==> src/rtl/ddrs_pkg.sv <==
package ddrs_pkg;
    localparam int DEF_ADDR_W = 20;
    localparam int DEF_NBYTES = 4;
    localparam int DEF_BYTE_W = 9;
    localparam int DEF_RD_LAT = 2;

    // Encoding of the read/write select on the memory command port
    typedef enum logic {
        DIR_WRITE = 1'b0,
        DIR_READ  = 1'b1
    } mem_dir_e;

    function automatic mem_dir_e dir_of(input logic is_write);
        return is_write ? DIR_WRITE : DIR_READ;
    endfunction
endpackage

==> src/rtl/ddrs_byte_mask.sv <==
module ddrs_byte_mask #(
    parameter int NBYTES = 4
) (
    input  logic              fire,
    input  logic [NBYTES-1:0] ben,
    output logic [NBYTES-1:0] mask_n
);
    // One lane per byte: active-low mask, forced high when nothing is issued
    for (genvar b = 0; b < NBYTES; b++) begin : g_lane
        assign mask_n[b] = ~(fire & ben[b]);
    end
endmodule

==> src/rtl/ddrs_cmd_issue.sv <==
module ddrs_cmd_issue
    import ddrs_pkg::*;
#(
    parameter int ADDR_W = DEF_ADDR_W,
    parameter int NBYTES = DEF_NBYTES,
    parameter int BYTE_W = DEF_BYTE_W,
    localparam int DATA_W = NBYTES * BYTE_W
) (
    input  logic              clk,
    input  logic              rst,
    input  logic              req_valid,
    output logic              req_ready,
    input  logic              req_write,
    input  logic [ADDR_W-1:0] req_addr,
    input  logic [DATA_W-1:0] req_wdata0,
    input  logic [DATA_W-1:0] req_wdata1,
    input  logic [NBYTES-1:0] req_ben0,
    input  logic [NBYTES-1:0] req_ben1,
    output logic              mem_ld_n,
    output mem_dir_e          mem_dir,
    output logic [ADDR_W-1:0] mem_addr,
    output logic [DATA_W-1:0] mem_d_rise,
    output logic [DATA_W-1:0] mem_d_fall,
    output logic [NBYTES-1:0] mem_bw_rise_n,
    output logic [NBYTES-1:0] mem_bw_fall_n
);
    logic              fire;
    logic              wr_fire;
    logic [NBYTES-1:0] nxt_rise_n;
    logic [NBYTES-1:0] nxt_fall_n;

    assign req_ready = ~rst;
    assign fire      = req_valid & req_ready;
    assign wr_fire   = fire & req_write;

    ddrs_byte_mask #(.NBYTES(NBYTES)) u_mask_rise (
        .fire(wr_fire), .ben(req_ben0), .mask_n(nxt_rise_n)
    );
    ddrs_byte_mask #(.NBYTES(NBYTES)) u_mask_fall (
        .fire(wr_fire), .ben(req_ben1), .mask_n(nxt_fall_n)
    );

    always_ff @(posedge clk) begin
        if (rst) begin
            mem_ld_n      <= 1'b1;
            mem_dir       <= DIR_READ;
            mem_addr      <= '0;
            mem_d_rise    <= '0;
            mem_d_fall    <= '0;
            mem_bw_rise_n <= '1;
            mem_bw_fall_n <= '1;
        end else begin
            mem_ld_n      <= ~fire;
            mem_bw_rise_n <= nxt_rise_n;
            mem_bw_fall_n <= nxt_fall_n;
            if (fire) begin
                mem_dir    <= dir_of(req_write);
                mem_addr   <= req_addr;
                mem_d_rise <= req_wdata0;
                mem_d_fall <= req_wdata1;
            end
        end
    end

    // no accepted request leaves the next cycle idle
    a_r2_idle_without_request: assert property (@(posedge clk) disable iff (rst)
        !$past(req_valid) |-> mem_ld_n);

    // accepted request shows on the command port one cycle later
    a_r3_command_follows_request: assert property (@(posedge clk) disable iff (rst)
        ($past(req_valid) && !$past(rst)) |->
            (!mem_ld_n && (mem_dir == dir_of($past(req_write))) && (mem_addr == $past(req_addr))));

    // idle cycles never carry an enabled byte
    a_r5_idle_masks_high: assert property (@(posedge clk) disable iff (rst)
        mem_ld_n |-> ((&mem_bw_rise_n) && (&mem_bw_fall_n)));

    // always ready outside reset
    a_r6_ready_out_of_reset: assert property (@(posedge clk) disable iff (rst)
        req_ready);
endmodule

==> src/rtl/ddrs_rd_tracker.sv <==
module ddrs_rd_tracker #(
    parameter int DATA_W = 36,
    parameter int RD_LAT = 2,
    localparam int CNT_W = $clog2(RD_LAT + 2) + 1
) (
    input  logic              clk,
    input  logic              rst,
    input  logic              issue_rd,
    input  logic [DATA_W-1:0] mem_q_first,
    input  logic [DATA_W-1:0] mem_q_second,
    output logic              rd_valid,
    output logic [DATA_W-1:0] rd_data0,
    output logic [DATA_W-1:0] rd_data1
);
    logic [RD_LAT-1:0] track;
    logic              capture;

    assign capture = track[RD_LAT-1];

    // Tracking shift register; bit k set means a read command was k+1 cycles ago
    if (RD_LAT == 1) begin : g_lat1
        always_ff @(posedge clk) begin
            if (rst) track <= '0;
            else     track <= issue_rd;
        end
    end else begin : g_latn
        always_ff @(posedge clk) begin
            if (rst) track <= '0;
            else     track <= {track[RD_LAT-2:0], issue_rd};
        end
    end

    always_ff @(posedge clk) begin
        if (rst) begin
            rd_valid <= 1'b0;
            rd_data0 <= '0;
            rd_data1 <= '0;
        end else begin
            rd_valid <= capture;
            if (capture) begin
                rd_data0 <= mem_q_first;
                rd_data1 <= mem_q_second;
            end
        end
    end

    // Checker state: reads issued but not yet returned
    logic [CNT_W-1:0] in_flight;
    always_ff @(posedge clk) begin
        if (rst) in_flight <= '0;
        else     in_flight <= in_flight + CNT_W'(issue_rd) - CNT_W'(rd_valid);
    end

    // a result never appears without a read outstanding
    a_r7_valid_needs_read: assert property (@(posedge clk) disable iff (rst)
        rd_valid |-> (in_flight != '0));

    // no more reads in flight than the pipeline can hold
    a_r9_in_flight_bounded: assert property (@(posedge clk) disable iff (rst)
        in_flight <= CNT_W'(RD_LAT + 1));

    // first cycle after reset has no result
    a_r8_clear_after_reset: assert property (@(posedge clk) disable iff (rst)
        $past(rst) |-> !rd_valid);
endmodule

==> src/rtl/ddrs_ctrl.sv <==
module ddrs_ctrl
    import ddrs_pkg::*;
#(
    parameter int ADDR_W = DEF_ADDR_W,
    parameter int NBYTES = DEF_NBYTES,
    parameter int BYTE_W = DEF_BYTE_W,
    parameter int RD_LAT = DEF_RD_LAT,
    localparam int DATA_W = NBYTES * BYTE_W
) (
    input  logic              clk,
    input  logic              rst,
    input  logic              req_valid,
    output logic              req_ready,
    input  logic              req_write,
    input  logic [ADDR_W-1:0] req_addr,
    input  logic [DATA_W-1:0] req_wdata0,
    input  logic [DATA_W-1:0] req_wdata1,
    input  logic [NBYTES-1:0] req_ben0,
    input  logic [NBYTES-1:0] req_ben1,
    output logic              rd_valid,
    output logic [DATA_W-1:0] rd_data0,
    output logic [DATA_W-1:0] rd_data1,
    output logic              mem_ld_n,
    output logic              mem_rw,
    output logic [ADDR_W-1:0] mem_addr,
    output logic [DATA_W-1:0] mem_d_rise,
    output logic [DATA_W-1:0] mem_d_fall,
    output logic [NBYTES-1:0] mem_bw_rise_n,
    output logic [NBYTES-1:0] mem_bw_fall_n,
    input  logic [DATA_W-1:0] mem_q_first,
    input  logic [DATA_W-1:0] mem_q_second
);
    mem_dir_e dir;
    logic     issue_rd;

    ddrs_cmd_issue #(.ADDR_W(ADDR_W), .NBYTES(NBYTES), .BYTE_W(BYTE_W)) u_issue (
        .clk(clk), .rst(rst),
        .req_valid(req_valid), .req_ready(req_ready), .req_write(req_write),
        .req_addr(req_addr), .req_wdata0(req_wdata0), .req_wdata1(req_wdata1),
        .req_ben0(req_ben0), .req_ben1(req_ben1),
        .mem_ld_n(mem_ld_n), .mem_dir(dir), .mem_addr(mem_addr),
        .mem_d_rise(mem_d_rise), .mem_d_fall(mem_d_fall),
        .mem_bw_rise_n(mem_bw_rise_n), .mem_bw_fall_n(mem_bw_fall_n)
    );

    assign mem_rw   = (dir == DIR_READ);
    assign issue_rd = ~mem_ld_n & (dir == DIR_READ);

    ddrs_rd_tracker #(.DATA_W(DATA_W), .RD_LAT(RD_LAT)) u_track (
        .clk(clk), .rst(rst), .issue_rd(issue_rd),
        .mem_q_first(mem_q_first), .mem_q_second(mem_q_second),
        .rd_valid(rd_valid), .rd_data0(rd_data0), .rd_data1(rd_data1)
    );
endmodule

==> config.mk <==
export PLATFORM = sky130hd
export DESIGN_NAME = ddrs_ctrl
export DESIGN_NICKNAME = d
export VERILOG_FILES = /design/src/rtl/ddrs_pkg.sv /design/src/rtl/ddrs_byte_mask.sv /design/src/rtl/ddrs_cmd_issue.sv /design/src/rtl/ddrs_rd_tracker.sv /design/src/rtl/ddrs_ctrl.sv
export SDC_FILE = /design/constraint.sdc
export NUM_CORES = 1
export LEC_CHECK = 0
export ABC_AREA = 1
export CAP_MARGIN = 10
export CELL_PAD_IN_SITES_DETAIL_PLACEMENT = 1
export CELL_PAD_IN_SITES_GLOBAL_PLACEMENT = 2
export CORE_ASPECT_RATIO = 0.8
export CORE_MARGIN = 1.5
export CORE_UTILIZATION = 20
export DETAILED_ROUTE_END_ITERATION = 12
export PLACE_DENSITY_LB_ADDON = 0.1
export SLEW_MARGIN = 15
export SYNTH_ARGS = -nofsm -noshare
export SYNTH_HDL_FRONTEND = slang
export SYNTH_SLANG_ARGS = --single-unit
==> constraint.sdc <==
create_clock -name clk -period 1.3 [get_ports clk]
set_clock_uncertainty 0.15 [all_clocks]
set_input_delay 0.13 -clock clk [delete_from_list [all_inputs] [get_ports clk]]
set_output_delay 0.13 -clock clk [all_outputs]
set_load 0.05 [all_outputs]
; Word level (Yosys, flattened, before mapping)
; Index checks and enable logic that the tools add are counted.
[word_totals]
reg_bits = 177
output_inout_bits = 176
[classes]
muxes = 1
bitwise_logic = 22
[ops]
columns = cell, n
row1 = $and 1x1->1, 11
row2 = $not 1->1, 11
row3 = $mux 1, 1

; Logic depth before layout (Yosys ltp)
; Gate-level depths: netlist of run 1.
[logic_depth]
depth_word = 5
mapped_depth = 6

; Modules after synthesis
; A second synthesis of run 1 with hierarchy kept.
[hier_totals]
cells_unflattened = 901
area_unflattened_um2 = 6518.8
[modules_own_cells]
columns = mod, instances, cells_per_inst, area_each_um2, seq_area_each_um2
row1 = ddrs_cmd_issue, 1, 426, 3444.6, 2042.0
row2 = ddrs_rd_tracker, 1, 465, 3034.2, 1501.4
row3 = ddrs_byte_mask, 2, 4, 15.0, 0.0
row4 = ddrs_ctrl, 1, 2, 10.0, 0.0

; Least setup slack after synthesis of run 1
; No wires, ideal clock.
[synth_timing]
path_type = register -> register
start = register u_track.track[1]
end = register u_track.rd_data0[0]
setup_time_ns = 0.065
t_arrival_ns = 0.875
slack_ns = 0.210
path_stages_with_launch = 5
synth_period_minus_slack_ns = 1.090
path_cell_list = dfxtp_1 buf_4 clkbuf_1 o21ai_0 nor2_1
[synth_rtl]
columns = element, line
row1 = "start, declared", ddrs_rd_tracker.sv:15  ; logic [RD_LAT-1:0] track;
row2 = "start signal, assigned", ddrs_rd_tracker.sv:29  ; else track <= {track[RD_LAT-2:0], issue_rd};
row3 = "end signal, assigned", ddrs_rd_tracker.sv:41  ; rd_data0 <= mem_q_first;
row4 = "end, declared", ddrs_rd_tracker.sv:12  ; output logic [DATA_W-1:0] rd_data0,

; Final worst setup path of run 1
[layout_timing]
start = register u_issue.mem_d_fall[10]
end = output port mem_d_fall[10]
[layout_rtl]
columns = element, line
row1 = "start, declared", ddrs_cmd_issue.sv:23  ; output logic [DATA_W-1:0] mem_d_fall,
row2 = "start signal, assigned", ddrs_cmd_issue.sv:60  ; mem_d_fall <= req_wdata1;
row3 = "end, declared", ddrs_ctrl.sv:27  ; output logic [DATA_W-1:0] mem_d_fall,
; No word-level cell between the ends.

==> impl_metrics.toml, run 1 <==
[floorplanning]
core-area_sq_um = 29600
die_h_um = 159
rows = 56
die_w_um = 198
initial_utilization_pct = 20.5
die-area_sq_um = 31300
pin_count = 352

[logic_synthesis]
netlist_instances = 745
syn_avg_cell_area_sq_um = 8.13
ys_ff_latch = 177
syn_nets = 921
synth_seq_area_share_pct = 58.5
synth_top_family_by_area = "simple AND/OR/NAND/NOR gates"
synth_compound_area_share_pct = 5.95
synthMuxAreaShare_pct = 0
yosysUniqueCellTypes = 15
synth_adder_area_share_pct = 0
synth_xor_area_share_pct = 0
synthSimpleGateAreaFrac_pct = 29.0
syn_area_sq_um = 6050
synth.yosys.warnings = 0

[route]
viasPerCell = 4.01
routed_wl_um = 24700
drc = 0
via_count = 6084
drtPass1Iterations = 4
routedWlPerCell_um = 16.3
drt.antenna.violating_nets = 0
drtIter0Drc = 133

[cts]
clkSlewWorstSetupHoldPaths_ns = 0.07
cts-htree-levels = 4
cts_inserted_buffers = 17
clockBufferDepth = 2
clock_latency_ns = 0.42
clockRootBuffer = "clkbuf_16"
cts_tree = "built"
cts_sinks = 177

[pwr]
ir_drop_v = 0.000833
swShare_pct = 27.5
p_per_area_nw_per_um2 = 1140
p_int_mw = 10.4
p_clk_share_pct = 37.1
p_leak_nw = 5.44
switchingPower_mw = 3.96
power_frac_seq_pct = 41.5
pwr-share-comb_pct = 21.4

[global_route]
grt_max_degree = 49
overflow = 0
grt_pass1_wl_um = 37600
antenna_found_initial = 1
grt.total_usage_pct = 15.9
grt_pass1_vias = 6507

[sta]
fmax_mhz = 796
relSlewSlack_pct = 80.6
hold_violations = 0
drv_slew = 0
setup_viol = 0
worstMarginPinSlew_ns = 0.291
fin_crit_sh_pct = 96.6
holdWs_ns = 0.0325
finalSetupTns_ns = 0
rsz0062_at_grt = "false"
period_minus_slack_ns = 1.26

[layout]
syn_to_final_growth_pct = 108
nNetsFinal = 1273
drive_gt1_share_pct = 27.1
fin_cells = 1516
multi_input_area_sq_um = 2120
fillers = 3289
utilization_pct = 42.5
register_area_sq_um = 3620

[place]
place.port_buffers = 351
dp_cells = 1481
routabilityCongestion = 0.718
place_hpwl_um = 18600

[worst_setup_path]
crit_buf_inv = 1
crit_path_top_delay_cell = "dfxtp_1"
critPathMaxStageDelay_ns = 0.39
worstPathRequired_ns = 1.02
crit_type = "reg -> out"
critPathTopFamily = "flip-flops"
r2r_setup_slack_ns = 0.11
crit_path_start_kind = "flip-flop"
worstPathArrival_ns = 0.98
crit_fanout = 2
path_cells = "buf_12"
crit_path_end_kind = "primary output"

[hold_path]
hp-class = "in -> reg"

[job]
maxCapViolations = 0

[outcome]
status = "completed"
-- power groups by stage --
stage / logic (mW) / registers (mW) / clock network (mW)
after global routing: 3.25 / 6.00 / 5.77
final: 3.08 / 5.96 / 5.34
after detailed placement: 3.11 / 6.07 / 0
after global placement: 3.09 / 6.07 / 0
after CTS: 3.12 / 5.95 / 5.57
after floorplan: 0.441 / 6.80 / 0
-- final cells by class --
cell class              count  share of cell area (%)
diodes                      1                  0.0199
multi-input cells         508                    16.9
repair buffers            387                    45.3
inverters                   6                   0.219
clock buffers              22                    3.69
well taps                 406                    4.04
flip-flops and latches    177                    28.8
clock inverters             9                    1.05
-- cell families (layout without fill, tap and decap cells) --
group / Yosys count / after routing
buffers and inverters: 60 / 424
flip-flops: 177 / 177
AO/OA/AOI/OAI: 72 / 72
other: 0 / 1
AND/OR/NAND/NOR: 436 / 436
-- timing repair --
| item | in CTS | in global routing |
|---|---|---|
| pin swaps | 0 | 1 |
| endpoints found under the setup margin | 9 | 62 |
| resized for setup | 10 | 52 |
| hold buffers | 1 | 0 |
| hold endpoints to repair | 1 | 0 |
| setup buffers | 1 | 1 |
| gates cloned | 0 | 0 |
-- flip-flops by register name, summed over array words and instances, names as in the netlist --
signal	count
u_track.rd_data0	36
u_issue.mem_d_fall	36
u_issue.mem_addr	20
u_issue.mem_dir	1
u_track.rd_data1	36
u_issue.mem_d_rise	36
u_track.track	2
u_issue.mem_bw_rise_n	4
u_issue.mem_ld_n	1
u_track.rd_valid	1
u_issue.mem_bw_fall_n	4
-- metal layers --
metal	vias to the layer above	track usage [%]	routed length [um]
met1	2809	19.1	10700
met5	-	0	0
li1	3074	-	-
met4	0	4.36	230
met3	14	7.60	2480
met2	187	25.4	11300
-- synth_stat cells, drive strengths merged --
master	count	area, sq um
nand2	195	732
dfxtp	177	3540
nor2	147	554
nand3	93	465
o21ai	72	360
buf	43	329
clkbuf	11	41.3
inv	6	22.5
nor3	1	5.00
-- worst paths after layout --
path,from,depth (start not counted),to
max,u_issue.mem_d_fall[10],1,mem_d_fall[10]
min,req_ben0[0],2,u_issue.mem_bw_rise_n[0]
min reg2reg,u_track.track[0],2,u_track.track[1]
max reg2reg,u_track.track[1],4,u_track.rd_data0[19]
-- per-stage QoR --
| step | cell area [sq um] | setup WS (ns) | power, mW |
|---|---|---|---|
| finish | 12600 | 0.0445 | 14.4 |
| floorplan | 6050 | 0.210 | 7.24 |
| CTS | 12500 | 0.00342 | 14.6 |
| detailed placement | 11900 | -0.273 | 9.18 |
| global route | 12600 | 0.000145 | 15.0 |
| global placement | 11900 | -0.246 | 9.16 |
-- layout by cell type, fill, tap and decap left out, types with 2 or more instances in the layout --
master and count:
nand3_1 93, buf_4 22, dfxtp_2 56, o21ai_1 24, clkinv_2 2, nor2_1 146, clkbuf_16 17, clkinvlp_4 3
clkbuf_1 3, inv_2 2, clkdlybuf4s50_1 173, buf_12 187, o21ai_0 48, inv_1 3, clkbuf_8 2, dfxtp_1 120
bufinv_16 3, inv_6 2, buf_6 3, nand2_1 195
Power figures use the tool's default switching activity.
==> run 2: changes to the inputs <==
CTS_CLUSTER_DIAMETER = 30   (was unset)
SYNTH_HIERARCHICAL = 1   (was unset)
==> run 2 against run 1 <==
Compared with the run above: total power up 3.5%; core utilization down 0.93 points; clock power up 6.4%; synthesized cell count up 21%; setup slack worse by 0.011 ns.
==> impl_metrics.toml, run 2 <==
[sta]
fmax_mhz = 790
holdWs_ns = 0.0279
fin_crit_sh_pct = 97.4
rsz0062_at_grt = "false"
relSlewSlack_pct = 78.0
worstMarginPinSlew_ns = 0.330
period_minus_slack_ns = 1.27
drv_slew = 0
hold_violations = 0
setup_viol = 0
fin_ws_ns = 0.0336

[outcome]
status = "completed"

[worst_setup_path]
crit_buf_inv = 1
crit_end = "mem_d_rise[28]"
crit_path_top_delay_cell = "dfxtp_1"
crit_path_end_kind = "primary output"
r2r_setup_slack_ns = 0.17
worstPathRequired_ns = 1.02
reg2reg_to = "u_track/rd_data1[9]"
crit_path_start_kind = "flip-flop"
path_depth = 1
crit_fanout = 2
path_cells = "buf_12"
r2r-start = "u_track/track[1]"
worstPathArrival_ns = 0.99
ff2ff_path_depth = 4
crit_type = "reg -> out"
critPathMaxStageDelay_ns = 0.40
startpoint = "u_issue/mem_d_rise[28]"
critPathTopFamily = "flip-flops"

[floorplanning]
die_w_um = 205
rows = 58
pin_count = 352
die_h_um = 164
die-area_sq_um = 33700
initial_utilization_pct = 20.5
core-area_sq_um = 31800

[pwr]
p_leak_nw = 5.92
p_total_mw = 14.9
p_per_area_nw_per_um2 = 1130
ir_drop_v = 0.000823

[logic_synthesis]
synth-edff-count = 0
synth_largest_area_cell = "dfxtp_1"
ys_top_cells_by_count = "nand2_1, dfxtp_1, nor2_1"
syn_avg_cell_area_sq_um = 7.24
netlist_instances = 901
synthFlopType = "dfxtp_1"
synth.yosys.warnings = 6
yosysUniqueCellTypes = 12
synthArstFlopShare_pct = 0
synth_top_area_share_pct = 54.4
netlist_top_cells_area = "dfxtp_1, nand2_1, nor2_1"
syn_area_sq_um = 6520
ys_ff_latch = 177
synth_most_common_cell = "nand2_1"
synth_seq_area_share_pct = 54.4
syn_nets = 1077

[place]
dpl_cell_area_sq_um = 12400
dpl_worst_slack_ns = -0.345
routabilityCongestion = 0.715
place_hpwl_um = 19500
place.port_buffers = 351

[layout]
register_area_sq_um = 3630
final_cell_mix = "nand2_1, buf_12, clkdlybuf4s50_1, nor2_1, dfxtp_1"
final_area_sq_um = 13200
nNetsFinal = 1430
syn_to_final_growth_pct = 103
fillers = 3612
utilization_pct = 41.6
drive_gt1_share_pct = 25.6
diodes = 0
final_common_cell = "nand2_1"
multi_input_area_sq_um = 2360

[route]
routed_wl_um = 25600
drtPass1Iterations = 4
drc = 0
routedWlPerCell_um = 15.1
drtIter0Drc = 204
via_count = 6573
drt.antenna.violating_nets = 0
viasPerCell = 3.90

[cts]
clock_latency_ns = 0.43
cts_tree = "built"
clkSlewWorstSetupHoldPaths_ns = 0.07
clockRootBuffer = "clkbuf_16"
clockBufferDepth = 2
cts-htree-levels = 4
cts_sinks = 177
cts_inserted_buffers = 17

[global_route]
overflow = 0
grt_pass1_wl_um = 38800
antenna_found_initial = 4
grt_max_degree = 55
grt_pass1_vias = 6644
grt.total_usage_pct = 15.3

[job]
maxCapViolations = 0

[hold_path]
hp-class = "in -> reg"
==> run 2: cell types whose count changed after synthesis <==
cell	change
inv_1	+76
inv_2	-1
nor3_1	-1
o21ai_0	-48
buf_6	-9
nand2_1	+144
or2_2	+8
nor2_1	+2
o21ai_1	-24
buf_1	-2
buf_2	+15
clkbuf_1	-4
==> run 2: worst min-delay path by stage <==
| stage | start | to | slack, ns | cells past startpoint |
|---|---|---|---|---|
| finish | req_valid | u_issue/mem_d_fall[32] | 0.03 | 5 |
| global route | req_valid | u_issue/mem_d_rise[0] | 0.04 | 5 |
| CTS | req_valid | u_issue/mem_d_fall[14] | 0.01 | 5 |
| detailed placement | u_track/track[0] | u_track/track[1] | 0.24 | 2 |
| global placement | u_track/track[0] | u_track/track[1] | 0.24 | 2 |
| floorplan | rst | u_track/track[0] | 0.05 | 1 |
==> run 2: where the power goes <==
group | switching (mW) | internal, mW
registers | 0.263 | 5.70
logic | 1.56 | 1.68
clock network | 2.26 | 3.42
total | 4.08 | 10.8
==> run 2: logic make-up after synthesis <==
family	count (synthesis)	synth area share, %
DFF	177	54.4
buffers and inverters	135	9.60
and+or+nand+nor	589	36.0
==> run 2: stage by stage <==
stage                     cells  TNS [ns]
final                      1687         0
after global routing       1687         0
after CTS                  1684         0
after detailed placement   1650    -42.16
after global placement     1650    -38.26
after floorplan             901         0
==> run 2: area by class of cell <==
cell class | count | area share (%)
tap | 420 | 3.98
clock buffer | 23 | 3.69
clock inverter | 9 | 1.16
sequential | 177 | 27.5
multi-input combinational | 589 | 17.8
inverter | 81 | 2.30
timing repair buffer | 388 | 43.5
==> run 2: what timing repair did <==
item / 4_1_cts / 5_1_grt
resized for setup: 6 / 63
gates cloned: 1 / 0
hold endpoints to repair: 1 / 0
pin swaps: 0 / 0
buffers inserted: 0 / 3
endpoints found under the setup margin: 6 / 64
hold buffers: 1 / 0
==> run 2: worst reg2reg max path, delay by kind of cell, from the launching register on <==
kind / cells / cell delay [ns]
flops: 1 / 0.41
buf+inv: 1 / 0.26
simple gates: 3 / 0.21
==> run 2: routing by layer <==
metal  vias up  GRT usage, %  part of all wire [%]
li1       3390             -                     -
met1      2975          17.5                    41
met2       179          25.5                    48
met3        23          7.02                   9.8
met4         6          4.55                   1.5
met5         -             0                  0.14
